`src/rtl/fp4s_pkg.sv`:
```
package fp4s_pkg;

    localparam int FP4_EXP_W  = 2;
    localparam int BF16_EXP_W = 8;
    localparam int BF16_MAN_W = 7;

    // Fields of one packed 4-bit code, most significant first
    typedef struct packed {
        logic                 sign;
        logic [FP4_EXP_W-1:0] exp;
        logic                 man;
    } fp4_code_t;

    // bfloat16 bit pattern
    typedef struct packed {
        logic                  sign;
        logic [BF16_EXP_W-1:0] exp;
        logic [BF16_MAN_W-1:0] man;
    } bf16_word_t;

endpackage

```
`src/rtl/fp4s_code_pick.sv`:
```
module fp4s_code_pick
    import fp4s_pkg::*;
#(
    parameter int DATA_W = 8,
    parameter int CODE_W = 4,
    parameter int SEL_W  = 1
) (
    input  logic [DATA_W-1:0] data_i,
    input  logic [SEL_W-1:0]  sel_i,
    output fp4_code_t         code_o
);
    localparam int N_CODES = DATA_W / CODE_W;
    localparam int FIELD_W = $bits(fp4_code_t);

    logic [CODE_W-1:0] lane [N_CODES];

    // Lane i is bits [CODE_W*i +: CODE_W]; lane 0 is the low nibble
    for (genvar i = 0; i < N_CODES; i++) begin : g_lane
        assign lane[i] = data_i[i*CODE_W +: CODE_W];
    end

    always_comb begin
        code_o = '0;
        for (int i = 0; i < N_CODES; i++) begin
            if (sel_i == SEL_W'(i)) begin
                code_o = lane[i][FIELD_W-1:0];
            end
        end
    end

endmodule

```
`src/rtl/fp4s_exp_rebase.sv`:
```
module fp4s_exp_rebase
    import fp4s_pkg::*;
#(
    parameter int SCALE_W  = 8,
    parameter int EXP_BIAS = 126,
    parameter int EXP_MAX  = 255
) (
    input  logic [FP4_EXP_W-1:0]  code_exp_i,
    input  logic [SCALE_W-1:0]    scale_i,
    output logic [BF16_EXP_W-1:0] exp_o,
    output logic                  sat_o
);
    // Two spare bits above the widest operand so the sum never wraps
    localparam int WIDE_W = (SCALE_W > BF16_EXP_W) ? SCALE_W : BF16_EXP_W;
    localparam int SUM_W  = WIDE_W + 2;

    logic [SUM_W-1:0] sum_d;

    always_comb begin
        sum_d = SUM_W'(EXP_BIAS) + SUM_W'(code_exp_i) + SUM_W'(scale_i);
        sat_o = (sum_d > SUM_W'(EXP_MAX));
        exp_o = sat_o ? BF16_EXP_W'(EXP_MAX) : sum_d[BF16_EXP_W-1:0];
    end

endmodule

```
`src/rtl/fp4s_beat_ctrl.sv`:
```
module fp4s_beat_ctrl #(
    parameter int DATA_W  = 8,
    parameter int SCALE_W = 8,
    parameter int N_CODES = 2,
    parameter int SEL_W   = 1
) (
    input  logic               clk,
    input  logic               rst_n,
    input  logic               in_valid_i,
    output logic               in_ready_o,
    input  logic [DATA_W-1:0]  data_i,
    input  logic [SCALE_W-1:0] scale_i,
    output logic               out_valid_o,
    input  logic               out_ready_i,
    output logic [DATA_W-1:0]  data_o,
    output logic [SCALE_W-1:0] scale_o,
    output logic [SEL_W-1:0]   sel_o
);
    typedef struct packed {
        logic               full;
        logic [SEL_W-1:0]   sel;
        logic [DATA_W-1:0]  data;
        logic [SCALE_W-1:0] scale;
    } ctrl_t;

    ctrl_t ctrl_d, ctrl_q;
    logic  last, take, accept;

    always_comb begin
        last       = (ctrl_q.sel == SEL_W'(N_CODES - 1));
        take       = ctrl_q.full && out_ready_i;
        in_ready_o = !ctrl_q.full || (take && last);
        accept     = in_valid_i && in_ready_o;

        ctrl_d = ctrl_q;
        if (take) begin
            if (last) begin
                ctrl_d.full = 1'b0;
                ctrl_d.sel  = '0;
            end else begin
                ctrl_d.sel = ctrl_q.sel + 1'b1;
            end
        end
        if (accept) begin
            ctrl_d.full  = 1'b1;
            ctrl_d.sel   = '0;
            ctrl_d.data  = data_i;
            ctrl_d.scale = scale_i;
        end
    end

    always_ff @(posedge clk) begin
        if (!rst_n) begin
            ctrl_q <= '0;
        end else begin
            ctrl_q <= ctrl_d;
        end
    end

    assign out_valid_o = ctrl_q.full;
    assign data_o      = ctrl_q.data;
    assign scale_o     = ctrl_q.scale;
    assign sel_o       = ctrl_q.sel;

    // a fresh byte always starts at code 0
    p_start_low_r2: assert property (@(posedge clk) disable iff (!rst_n)
        (in_valid_i && in_ready_o) |=> (out_valid_o && sel_o == '0));

    // a transfer that is not the last one leaves more to send
    p_more_beats_r10: assert property (@(posedge clk) disable iff (!rst_n)
        (out_valid_o && out_ready_i && sel_o != SEL_W'(N_CODES - 1)) |=> out_valid_o);

    if (N_CODES > 1) begin : g_busy_chk
        // the cycle after acceptance the input is closed
        p_busy_after_accept_r8: assert property (@(posedge clk) disable iff (!rst_n)
            (in_valid_i && in_ready_o) |=> !in_ready_o);
    end

endmodule

```
`src/rtl/fp4s_bf16_unpack.sv`:
```
module fp4s_bf16_unpack
    import fp4s_pkg::*;
#(
    parameter int DATA_W   = 8,
    parameter int CODE_W   = 4,
    parameter int SCALE_W  = 8,
    parameter int EXP_BIAS = 126,
    parameter int EXP_MAX  = 255
) (
    input  logic               clk,
    input  logic               rst_n,
    input  logic               in_valid,
    output logic               in_ready,
    input  logic [DATA_W-1:0]  in_byte,
    input  logic [SCALE_W-1:0] in_scale,
    output logic               out_valid,
    input  logic               out_ready,
    output logic [15:0]        out_word
);
    localparam int N_CODES = DATA_W / CODE_W;
    localparam int SEL_W   = (N_CODES > 1) ? $clog2(N_CODES) : 1;

    logic [DATA_W-1:0]     held_data;
    logic [SCALE_W-1:0]    held_scale;
    logic [SEL_W-1:0]      sel;
    fp4_code_t             code;
    logic [BF16_EXP_W-1:0] exp_scaled;
    logic                  exp_sat;
    bf16_word_t            word_d;

    fp4s_beat_ctrl #(
        .DATA_W (DATA_W),
        .SCALE_W(SCALE_W),
        .N_CODES(N_CODES),
        .SEL_W  (SEL_W)
    ) u_ctrl (
        .clk        (clk),
        .rst_n      (rst_n),
        .in_valid_i (in_valid),
        .in_ready_o (in_ready),
        .data_i     (in_byte),
        .scale_i    (in_scale),
        .out_valid_o(out_valid),
        .out_ready_i(out_ready),
        .data_o     (held_data),
        .scale_o    (held_scale),
        .sel_o      (sel)
    );

    fp4s_code_pick #(
        .DATA_W(DATA_W),
        .CODE_W(CODE_W),
        .SEL_W (SEL_W)
    ) u_pick (
        .data_i(held_data),
        .sel_i (sel),
        .code_o(code)
    );

    fp4s_exp_rebase #(
        .SCALE_W (SCALE_W),
        .EXP_BIAS(EXP_BIAS),
        .EXP_MAX (EXP_MAX)
    ) u_rebase (
        .code_exp_i(code.exp),
        .scale_i   (held_scale),
        .exp_o     (exp_scaled),
        .sat_o     (exp_sat)
    );

    always_comb begin
        word_d.sign = code.sign;
        word_d.exp  = exp_scaled;
        word_d.man  = {code.man, {(BF16_MAN_W-1){1'b0}}};
        out_word    = word_d;
    end

    // a stalled word does not move
    p_hold_stall_r9: assert property (@(posedge clk) disable iff (!rst_n)
        (out_valid && !out_ready) |=> (out_valid && $stable(out_word)));

    // only the top mantissa bit can be set
    p_low_man_zero_r5: assert property (@(posedge clk) disable iff (!rst_n)
        out_valid |-> (out_word[5:0] == 6'd0));

    // no code maps below the bias, so no zero case exists
    p_exp_floor_r6: assert property (@(posedge clk) disable iff (!rst_n)
        out_valid |-> (out_word[14:7] >= BF16_EXP_W'(EXP_BIAS)));

    // full scale or an overflowing sum pins the exponent at its top
    p_sat_top_r7: assert property (@(posedge clk) disable iff (!rst_n)
        (out_valid && (exp_sat || (&held_scale))) |-> (out_word[14:7] == BF16_EXP_W'(EXP_MAX)));

endmodule

```
`config.mk`:
```
export PLATFORM = sky130hd
export DESIGN_NAME = fp4s_bf16_unpack
export DESIGN_NICKNAME = d
export VERILOG_FILES = /design/src/rtl/fp4s_pkg.sv /design/src/rtl/fp4s_code_pick.sv /design/src/rtl/fp4s_exp_rebase.sv /design/src/rtl/fp4s_beat_ctrl.sv /design/src/rtl/fp4s_bf16_unpack.sv
export SDC_FILE = /design/constraint.sdc
export NUM_CORES = 1
export LEC_CHECK = 0
export ABC_AREA = 1
export BUFFER_PORTS_ARGS = -buffer_cell sky130_fd_sc_hd__buf_2
export CAP_MARGIN = 20
export CORE_MARGIN = 2
export CORE_UTILIZATION = 50
export DETAILED_ROUTE_END_ITERATION = 10
export PLACE_DENSITY = 0.79
export SETUP_SLACK_MARGIN = 0.1
export SLEW_MARGIN = 20
export SYNTH_ARGS = -nofsm -noshare
export SYNTH_HDL_FRONTEND = slang
export SYNTH_SLANG_ARGS = --single-unit
export TNS_END_PERCENT = 50
```
`constraint.sdc`:
```
create_clock -name clk -period 3.65 [get_ports clk]
set_input_delay 0.9125 -clock clk [delete_from_list [all_inputs] [get_ports clk]]
set_output_delay 0.9125 -clock clk [all_outputs]
set_load 0.02 [all_outputs]
```
[After elaboration in Yosys (flattened, before gate mapping)]
Index checks and enable logic that the tools add are counted.
Storage, ports and cells
  input bits: 20
  memories kept: 0
  latch bits: 0
  logic and storage cells: 24
  flip-flop bits (word level): 18
  ROM bits: 0
  bits in writable memories: 0
  output and inout port bits: 18
Operators by class
  eq/ne operators: 0
  magnitude comparators: 1
  mux-type cells: 6
  $add $sub $neg: 3
  div/mod/pow operators: 0
  bitwise gates (word level): 1
  $mul: 0
  reduce and logical (&&, ||, !) cells: 9
  shifts and indexed selects: 0
Operators with widths (count)
  $mux 18: 1
  $add 10x8->10: 1
  $gt 10x8->1 const B: 1
  $add 7x2->8 const A: 1
  $mux 8: 1
  $mux 4: 1
  $reduce_bool 2->1: 2
  $logic_and 1x1->1: 3
  $mux 1: 2
  $mux 2: 1
  $reduce_and 2->1: 1
  $reduce_or 2->1: 1
  $add 1x1->1 const B: 1
  $logic_not 1->1: 1
  $logic_or 1x1->1: 1
  $not 1->1: 1

[Longest topological paths before layout]
Gate-level depths: netlist of the first run.
  depth in word-level cells: 6
  gate-level depth with buffers: 12
  mapped depth without buffers: 12

[Cells and area by module]
A second synthesis of the first run with hierarchy kept.
Unflattened totals
  cell total of the unflattened synthesis: 212
  area total of the unflattened synthesis: 1346.3 µm²
By module, submodules not included
  fp4s_beat_ctrl: cells an instance 114, sequential area each 360.3 µm², times used 1, area an instance 790.8 µm²
  fp4s_exp_rebase: cells an instance 78, sequential area each 0.0 µm², times used 1, area an instance 457.9 µm²
  fp4s_bf16_unpack: cells an instance 7, sequential area each 0.0 µm², times used 1, area an instance 48.8 µm²
  fp4s_code_pick: cells an instance 13, sequential area each 0.0 µm², times used 1, area an instance 48.8 µm²

[Worst setup path after synthesis of the first run]
OpenSTA, ideal clock, no wires.
  path kind: reg-to-output
  start point: reg u_ctrl.ctrl_q (netlist bit u_ctrl.sel_o)
  end point: out out_word[10]
  arrival time: 2.195 ns
  data required time: 2.738 ns
  buffers on the path: 0
  cell stages (with the launch flop): 10
  slack: 0.543 ns
  path through: dfxtp_1 inv_1 or2_2 o21ai_0 inv_1 ha_1 a21oi_1 o21ai_0 a21oi_2 nand2_1
Between the ends
  cells in the longest elaborated chain, start to end: 5
RTL lines
  start: declaration: RTL line fp4s_beat_ctrl.sv:26  | ctrl_t ctrl_d, ctrl_q;
  start signal: assignment: RTL line fp4s_beat_ctrl.sv:56  | ctrl_q <= ctrl_d;
  $mux 4 *: RTL line fp4s_code_pick.sv:25  | if (sel_i == SEL_W'(i)) begin
  $add 7x2->8 *: RTL line fp4s_exp_rebase.sv:20  | sum_d = SUM_W'(EXP_BIAS) + SUM_W'(code_exp_i) + SUM_W'(scale_i);
  $add 10x8->10 *: RTL line fp4s_exp_rebase.sv:20
  $gt 10x8->1: RTL line fp4s_exp_rebase.sv:21  | sat_o = (sum_d > SUM_W'(EXP_MAX));
  $mux 8 *: RTL line fp4s_exp_rebase.sv:22  | exp_o = sat_o ? BF16_EXP_W'(EXP_MAX) : sum_d[BF16_EXP_W-1:0];
  end: declaration: RTL line fp4s_bf16_unpack.sv:18  | output logic [15:0] out_word
Every way passes the cells marked *; elsewhere a longest branch is shown, timed or not.

[Worst setup path after layout of the first run]
  start point: reg u_ctrl.ctrl_q (netlist bit u_ctrl.sel_o)
  end point: out out_word[13]
The elaborated chain is that of the path after synthesis.

==> metrics.txt, run 1 <==
WL/cell 9.500 µm; Worst-Skew Late Latency 0.28 ns; TritonRoute pass-1 iters 4; Total Routing Usage GR 0.1857; post-synthesis async set-or-reset flop share 0; fmax 0.2993 GHz; first-pass GRT wire length 3.857 mm; setup TNS 0 ns; Sink Count 18; vias in the first global route 1003; Worst Setup End Kind primary output; #FFs+latches synth 18; unrepaired setup endpoints after global routing no; drt drc 0; Die X 52.35 µm; mean post-synth cell area 6.794 µm²; post-DP HPWL 1.806 mm; Arrival @ worst endpoint 2.43 ns; register clock-pin slew on the reported worst setup and hold paths 0.09 ns; grt total ovfl 0; clock tree buffer depth 2; Vias per Instance 4.638; post-synthesis cell count 172; Ports 38; Die ar. 2740 µm²; largest net degree at the start of global routing 20; Layout Skew 0.002152 ns; CP Cell Sequence inv_1 -> or2_2 -> o21ai_4 -> inv_2 -> fa_1 -> inv_1 -> nand2_1 -> nand3_1 -> a21oi_2 -> buf_4 -> nand2_1 -> buf_2; post-layout min period 3.342 ns; via count 1076; Max Transition Viols Final 0; layout cell share with drive strength beyond 1 0.2255; Port Buf Inserts 31; CTS tree built; CP Class reg -> out; final hold vios 0; Post-synth EDFFs 0; FP Rows 17; P_leak 0.7278 nW; DRT iter0 DRCs 16; CP max-delay cell fa_1; die height 52.35 µm; count of final setup violators 0; Area Overhead vs Synth 16.49%; total power 0.0006117 W; register area share after synthesis 0.3084; Yosys warning count 0; final wirelength 2.204 mm; GPL Wtd Cong 0.8412; worst min path class reg -> reg; clock tree root driver cell clkbuf_4; Initial Util 0.5283; MaxCap Viol Count 0; Startpoint Class register; hold buffers post-CTS 0; CP required 2.74 ns; VDD IR-drop max 0.2878 mV; Worst Path Max Fanout 8; Num CTS Buffers 3; fin nets 235; Core ar. 2212 µm²; period utilization 0.9155; Filler cells 219; initial antenna violation count 0; P per Cell Area 449.4 nW/µm²; status finished, final reports clean; cell family contributing the most delay on the critical path buffers and inverters; Post-DRT Antenna Nets 0; WP buf/inv 5; post-synthesis cell type count 26; H-Tree Depth 1; predominant post-synthesis flop cell dfxtp_1; crit-path max cell delay 0.43 ns; Syn Std Cell Area 1169 µm²; n_diodes 0
kinds of logic after synthesis:
family / after synthesis / share of synthesized area
AO/OA/AOI/OAI: 25 / 0.1103
XOR/XNOR: 3 / 0.02249
adder cells (fa/ha/maj): 10 / 0.1135
buffers and inverters: 26 / 0.1231
flip-flops: 18 / 0.3084
other: 1 / 0.003209
AND/OR/NAND/NOR: 89 / 0.3191
routing by layer:
| layer | vias up | GRT usage | share of wire |
|---|---|---|---|
| li1 | 600 | - | - |
| met1 | 440 | 0.2074 | 0.46 |
| met2 | 34 | 0.3438 | 0.48 |
| met3 | 2 | 0.02000 | 0.054 |
| met4 | 0 | 0.08974 | 0.010 |
| met5 | - | 0 | 0 |
flip-flops by register name, summed over array words and instances, names as in the netlist:
register	cells
u_ctrl.out_valid_o	1
u_ctrl.sel_o	1
u_ctrl.scale_o	8
u_ctrl.data_o	8
synthesized netlist by cell type, types with 2 or more instances:
cell type,number,area [µm²]
dfxtp_1,18,360.4
nand3_1,5,25.02
a21oi_1,6,30.03
nor2_1,33,123.9
or2_2,2,12.51
xor2_1,2,17.52
inv_1,16,60.06
nand2_1,42,157.7
buf_4,6,45.04
o21ai_0,10,50.05
nand3b_1,2,15.01
ha_1,9,112.6
o21ai_1,8,40.04
placed cells by master, fill, tap and decap left out:
cell	synthesis	final
conb_1	1	6
a21oi_2	1	1
nand4_1	1	1
ha_1	9	9
clkbuf_8	0	1
o21ai_1	8	8
inv_1	16	15
xnor2_1	1	1
nand2_1	42	42
a21oi_1	6	6
dfxtp_1	18	17
fa_1	1	1
xor2_1	2	2
nand3_2	1	1
nand3_1	5	5
nor3_1	1	1
nand2_2	1	1
inv_2	0	1
buf_2	0	31
dfxtp_4	0	1
o21ai_0	10	9
clkinv_4	1	1
nand3b_1	2	2
nand2_4	1	1
clkbuf_4	0	3
or2_2	2	2
nor2_1	33	33
buf_4	6	1
o21ai_4	0	1
worst reg2reg max path: stages (launching register included):
cell	delay, ns
dfxtp_4	0.39
nand3_2	0.09
nand2_2	0.07
nand2_4	0.18
clkinv_4	0.16
nor2_1	0.13
nor2_1	0.05
final timing paths:
| path | slack, ns | end | depth (start not counted) | startpoint |
|---|---|---|---|---|
| setup reg to reg | 2.48 | u_ctrl.scale_o[2]$_SDFFE_PN0P_ | 6 | u_ctrl.sel_o$_SDFFE_PP0P_ |
| hold / removal | 0.50 | u_ctrl.scale_o[5]$_SDFFE_PN0P_ | 2 | u_ctrl.scale_o[5]$_SDFFE_PN0P_ |
| hold reg to reg | 0.50 | u_ctrl.scale_o[5]$_SDFFE_PN0P_ | 2 | u_ctrl.scale_o[5]$_SDFFE_PN0P_ |
| setup / recovery | 0.31 | out_word[13] | 12 | u_ctrl.sel_o$_SDFFE_PP0P_ |
area by class of cell:
| cell class | count | area [µm²] | area share |
|---|---|---|---|
| well taps | 28 | 35.03 | 0.02574 |
| repair buffers | 32 | 162.7 | 0.1195 |
| inverters | 17 | 68.82 | 0.05055 |
| flip-flops and latches | 18 | 364.1 | 0.2675 |
| multi-input cells | 133 | 694.4 | 0.5101 |
| clock buffers | 4 | 36.28 | 0.02665 |
power breakdown:
part           internal (W)  switching [W]  total (W)
Clock             0.0000607      0.0000576   0.000118
Combinational     0.0000994       0.000170   0.000269
Sequential         0.000213      0.0000116   0.000224
Total              0.000373       0.000239   0.000612
timing repair:
| action | in CTS | in global routing |
|---|---|---|
| buffers inserted | 1 | 0 |
| pin swaps | 0 | 0 |
| gates resized for setup | 3 | 3 |
| hold endpoints to repair | 0 | 0 |
| endpoints found under the setup margin | 8 | 8 |
stage by stage:
step | setup slack, ns | cell area, µm² | cells | hold WS (ns) | utilization
2_1_floorplan | 0.5428 | 1187 | 177 | 0.4460 | -
3_3_place_gp | 0.3087 | 1303 | 227 | 0.4702 | 0.5888
3_5_place_dp | 0.1724 | 1303 | 227 | 0.4755 | 0.5888
4_1_cts | 0.1830 | 1351 | 232 | 0.5018 | 0.6109
5_1_grt | 0.1407 | 1361 | 232 | 0.5193 | 0.6154
6_report | 0.3084 | 1361 | 232 | 0.4997 | 0.6154
No activity file was read; power rests on OpenSTA's default activity.
==> run 2: changes to the inputs <==
--- a/config.mk
+++ b/config.mk
@@ -11,7 +11,7 @@
 export CORE_MARGIN = 2
 export CORE_UTILIZATION = 50
 export DETAILED_ROUTE_END_ITERATION = 10
-export PLACE_DENSITY = 0.79
+export PLACE_DENSITY = 0.84
 export SETUP_SLACK_MARGIN = 0.1
 export SLEW_MARGIN = 20
 export SYNTH_ARGS = -nofsm -noshare
==> run 2 against run 1 <==
Net effect: sequential power barely moved; clock skew decreased by 0.0014 ns; count of clock-buffer cells in the layout stayed put; worst setup slack got worse by 0.027 ns; power grew 0.66%.
==> metrics.txt, run 2 (synthesis results as in run 1) <==
status finished, final reports clean; Arrival @ worst endpoint 2.46 ns; switching share of total power 0.3892; FP Rows 17; fin nets 236; layout cell share with drive strength beyond 1 0.2341; Die X 52.35 µm; Layout Skew 0.0007826 ns; Total Routing Usage GR 0.1851; Vias per Instance 4.652; via count 1084; Filler cells 221; WL/cell 9.498 µm; Max Transition Viols Final 0; Area Overhead vs Synth 17.45%; n_diodes 0; final hold vios 0; P_leak 0.7328 nW; register clock-pin slew on the reported worst setup and hold paths 0.10 ns; Reg2Reg Setup Slack 2.48 ns; CP Class reg -> out; Worst Setup End Kind primary output; H-Tree Depth 1; setup TNS 0 ns; worst min path class reg -> reg; Hold EP u_ctrl.data_o[7]$_SDFFE_PN0P_; Worst Path Max Fanout 8; layer with the highest usage met2; hold buffers post-CTS 0; clock tree root driver cell clkbuf_4; first-pass GRT wire length 3.864 mm; Startpoint Class register; Clock power frac 0.193; reg2reg path depth 6; GPL Wtd Cong 0.8033; period utilization 0.9228; CP required 2.74 ns; Worst-Skew Late Latency 0.29 ns; drt drc 0; Flop pwr share 0.364; P per Cell Area 448.6 nW/µm²; TritonRoute pass-1 iters 4; final wirelength 2.213 mm; vias in the first global route 975; Hold Crit Depth 2; DRT iter0 DRCs 13; post-DP HPWL 1.754 mm; commonest non-fill, non-tap cells in the layout 42 x nand2_1, 33 x nor2_1, 31 x buf_2, 17 x dfxtp_1, 15 x inv_1; total power 0.0006158 W; Num CTS Buffers 3; Ports 38; Sink Count 18; Initial Util 0.5283; post-layout min period 3.368 ns; P_sw 0.0002397 W; initial antenna violation count 0; most common cell after layout, fill and taps aside nand2_1; Comb pwr share 0.443; unrepaired setup endpoints after global routing no; worst hold slack 0.4949 ns; Reg-to-Reg Start u_ctrl.sel_o$_SDFFE_PP0P_; met1 usage 0.2250; min-delay src u_ctrl.data_o[7]$_SDFFE_PN0P_; capture point of the worst reg-to-reg path u_ctrl.scale_o[2]$_SDFFE_PN0P_; grt total ovfl 0; VDD IR-drop max 0.3334 mV; Pint 0.0003761 W; clock tree buffer depth 2; Core ar. 2212 µm²; fmax 0.2969 GHz; MaxCap Viol Count 0; Die ar. 2740 µm²; M3 GR Usage 0.01714; CTS tree built; die height 52.35 µm; Post-DRT Antenna Nets 0; Port Buf Inserts 31; count of final setup violators 0; met2 Use GR 0.3313; largest net degree at the start of global routing 20
run 2: worst max-delay path, cell delays in order, from the launching register on:
cell and delay, ns:
dfxtp_4 0.41, inv_1 0.08, or2_2 0.30, o21ai_4 0.13, inv_2 0.08, fa_1 0.43
inv_1 0.10, nand2_1 0.06, nand3_1 0.13, a21oi_2 0.09, buf_4 0.16, nand2_1 0.06
buf_2 0.15
run 2: metal layers:
layer / vias to the layer above / routed length [µm]
met4: 0 / 38
met2: 35 / 1087
met5: - / 0
met3: 6 / 121
li1: 601 / -
met1: 442 / 967
run 2: worst max-delay path by stage:
stage | to | cells past startpoint | from
final | out_word[13] | 12 | u_ctrl.sel_o$_SDFFE_PP0P_
after global routing | out_word[13] | 11 | u_ctrl.sel_o$_SDFFE_PP0P_
after CTS | out_word[13] | 12 | u_ctrl.sel_o$_SDFFE_PP0P_
after detailed placement | out_word[13] | 10 | u_ctrl.sel_o$_SDFFE_PP0P_
after global placement | out_word[7] | 10 | u_ctrl.sel_o$_SDFFE_PP0P_
after floorplan | out_word[10] | 9 | u_ctrl.sel_o$_SDFFE_PP0P_
run 2: power groups by stage:
stage	registers (W)	logic, W	clock network [W]
after floorplan	0.000226	0.000204	0
after global placement	0.000228	0.000259	0
after detailed placement	0.000229	0.000263	0
after CTS	0.000224	0.000271	0.000122
after global routing	0.000227	0.000307	0.000134
final	0.000224	0.000273	0.000119
run 2: area by class of cell:
cell class / count / area, µm² / share of cell area
multi-input cells: 133 / 698.2 / 0.5087
well taps: 28 / 35.03 / 0.02552
repair buffers: 33 / 170.2 / 0.1240
flip-flops and latches: 18 / 364.1 / 0.2653
clock buffers: 4 / 36.28 / 0.02644
inverters: 17 / 68.82 / 0.05014
run 2: timing repair:
item | in CTS | in global routing
hold endpoints to repair | 0 | 0
gates resized for setup | 2 | 5
buffers inserted | 2 | 0
endpoints found under the setup margin | 8 | 8
run 2: stage by stage:
| stage | instance area [µm²] | utilization | setup WS, ns | cells |
|---|---|---|---|---|
| global route | 1373 | 0.6205 | 0.1003 | 233 |
| CTS | 1358 | 0.6137 | 0.1039 | 233 |
| floorplan | 1187 | - | 0.5428 | 177 |
| global placement | 1303 | 0.5888 | 0.3036 | 227 |
| detailed placement | 1303 | 0.5888 | 0.1618 | 227 |
| finish | 1373 | 0.6205 | 0.2816 | 233 |
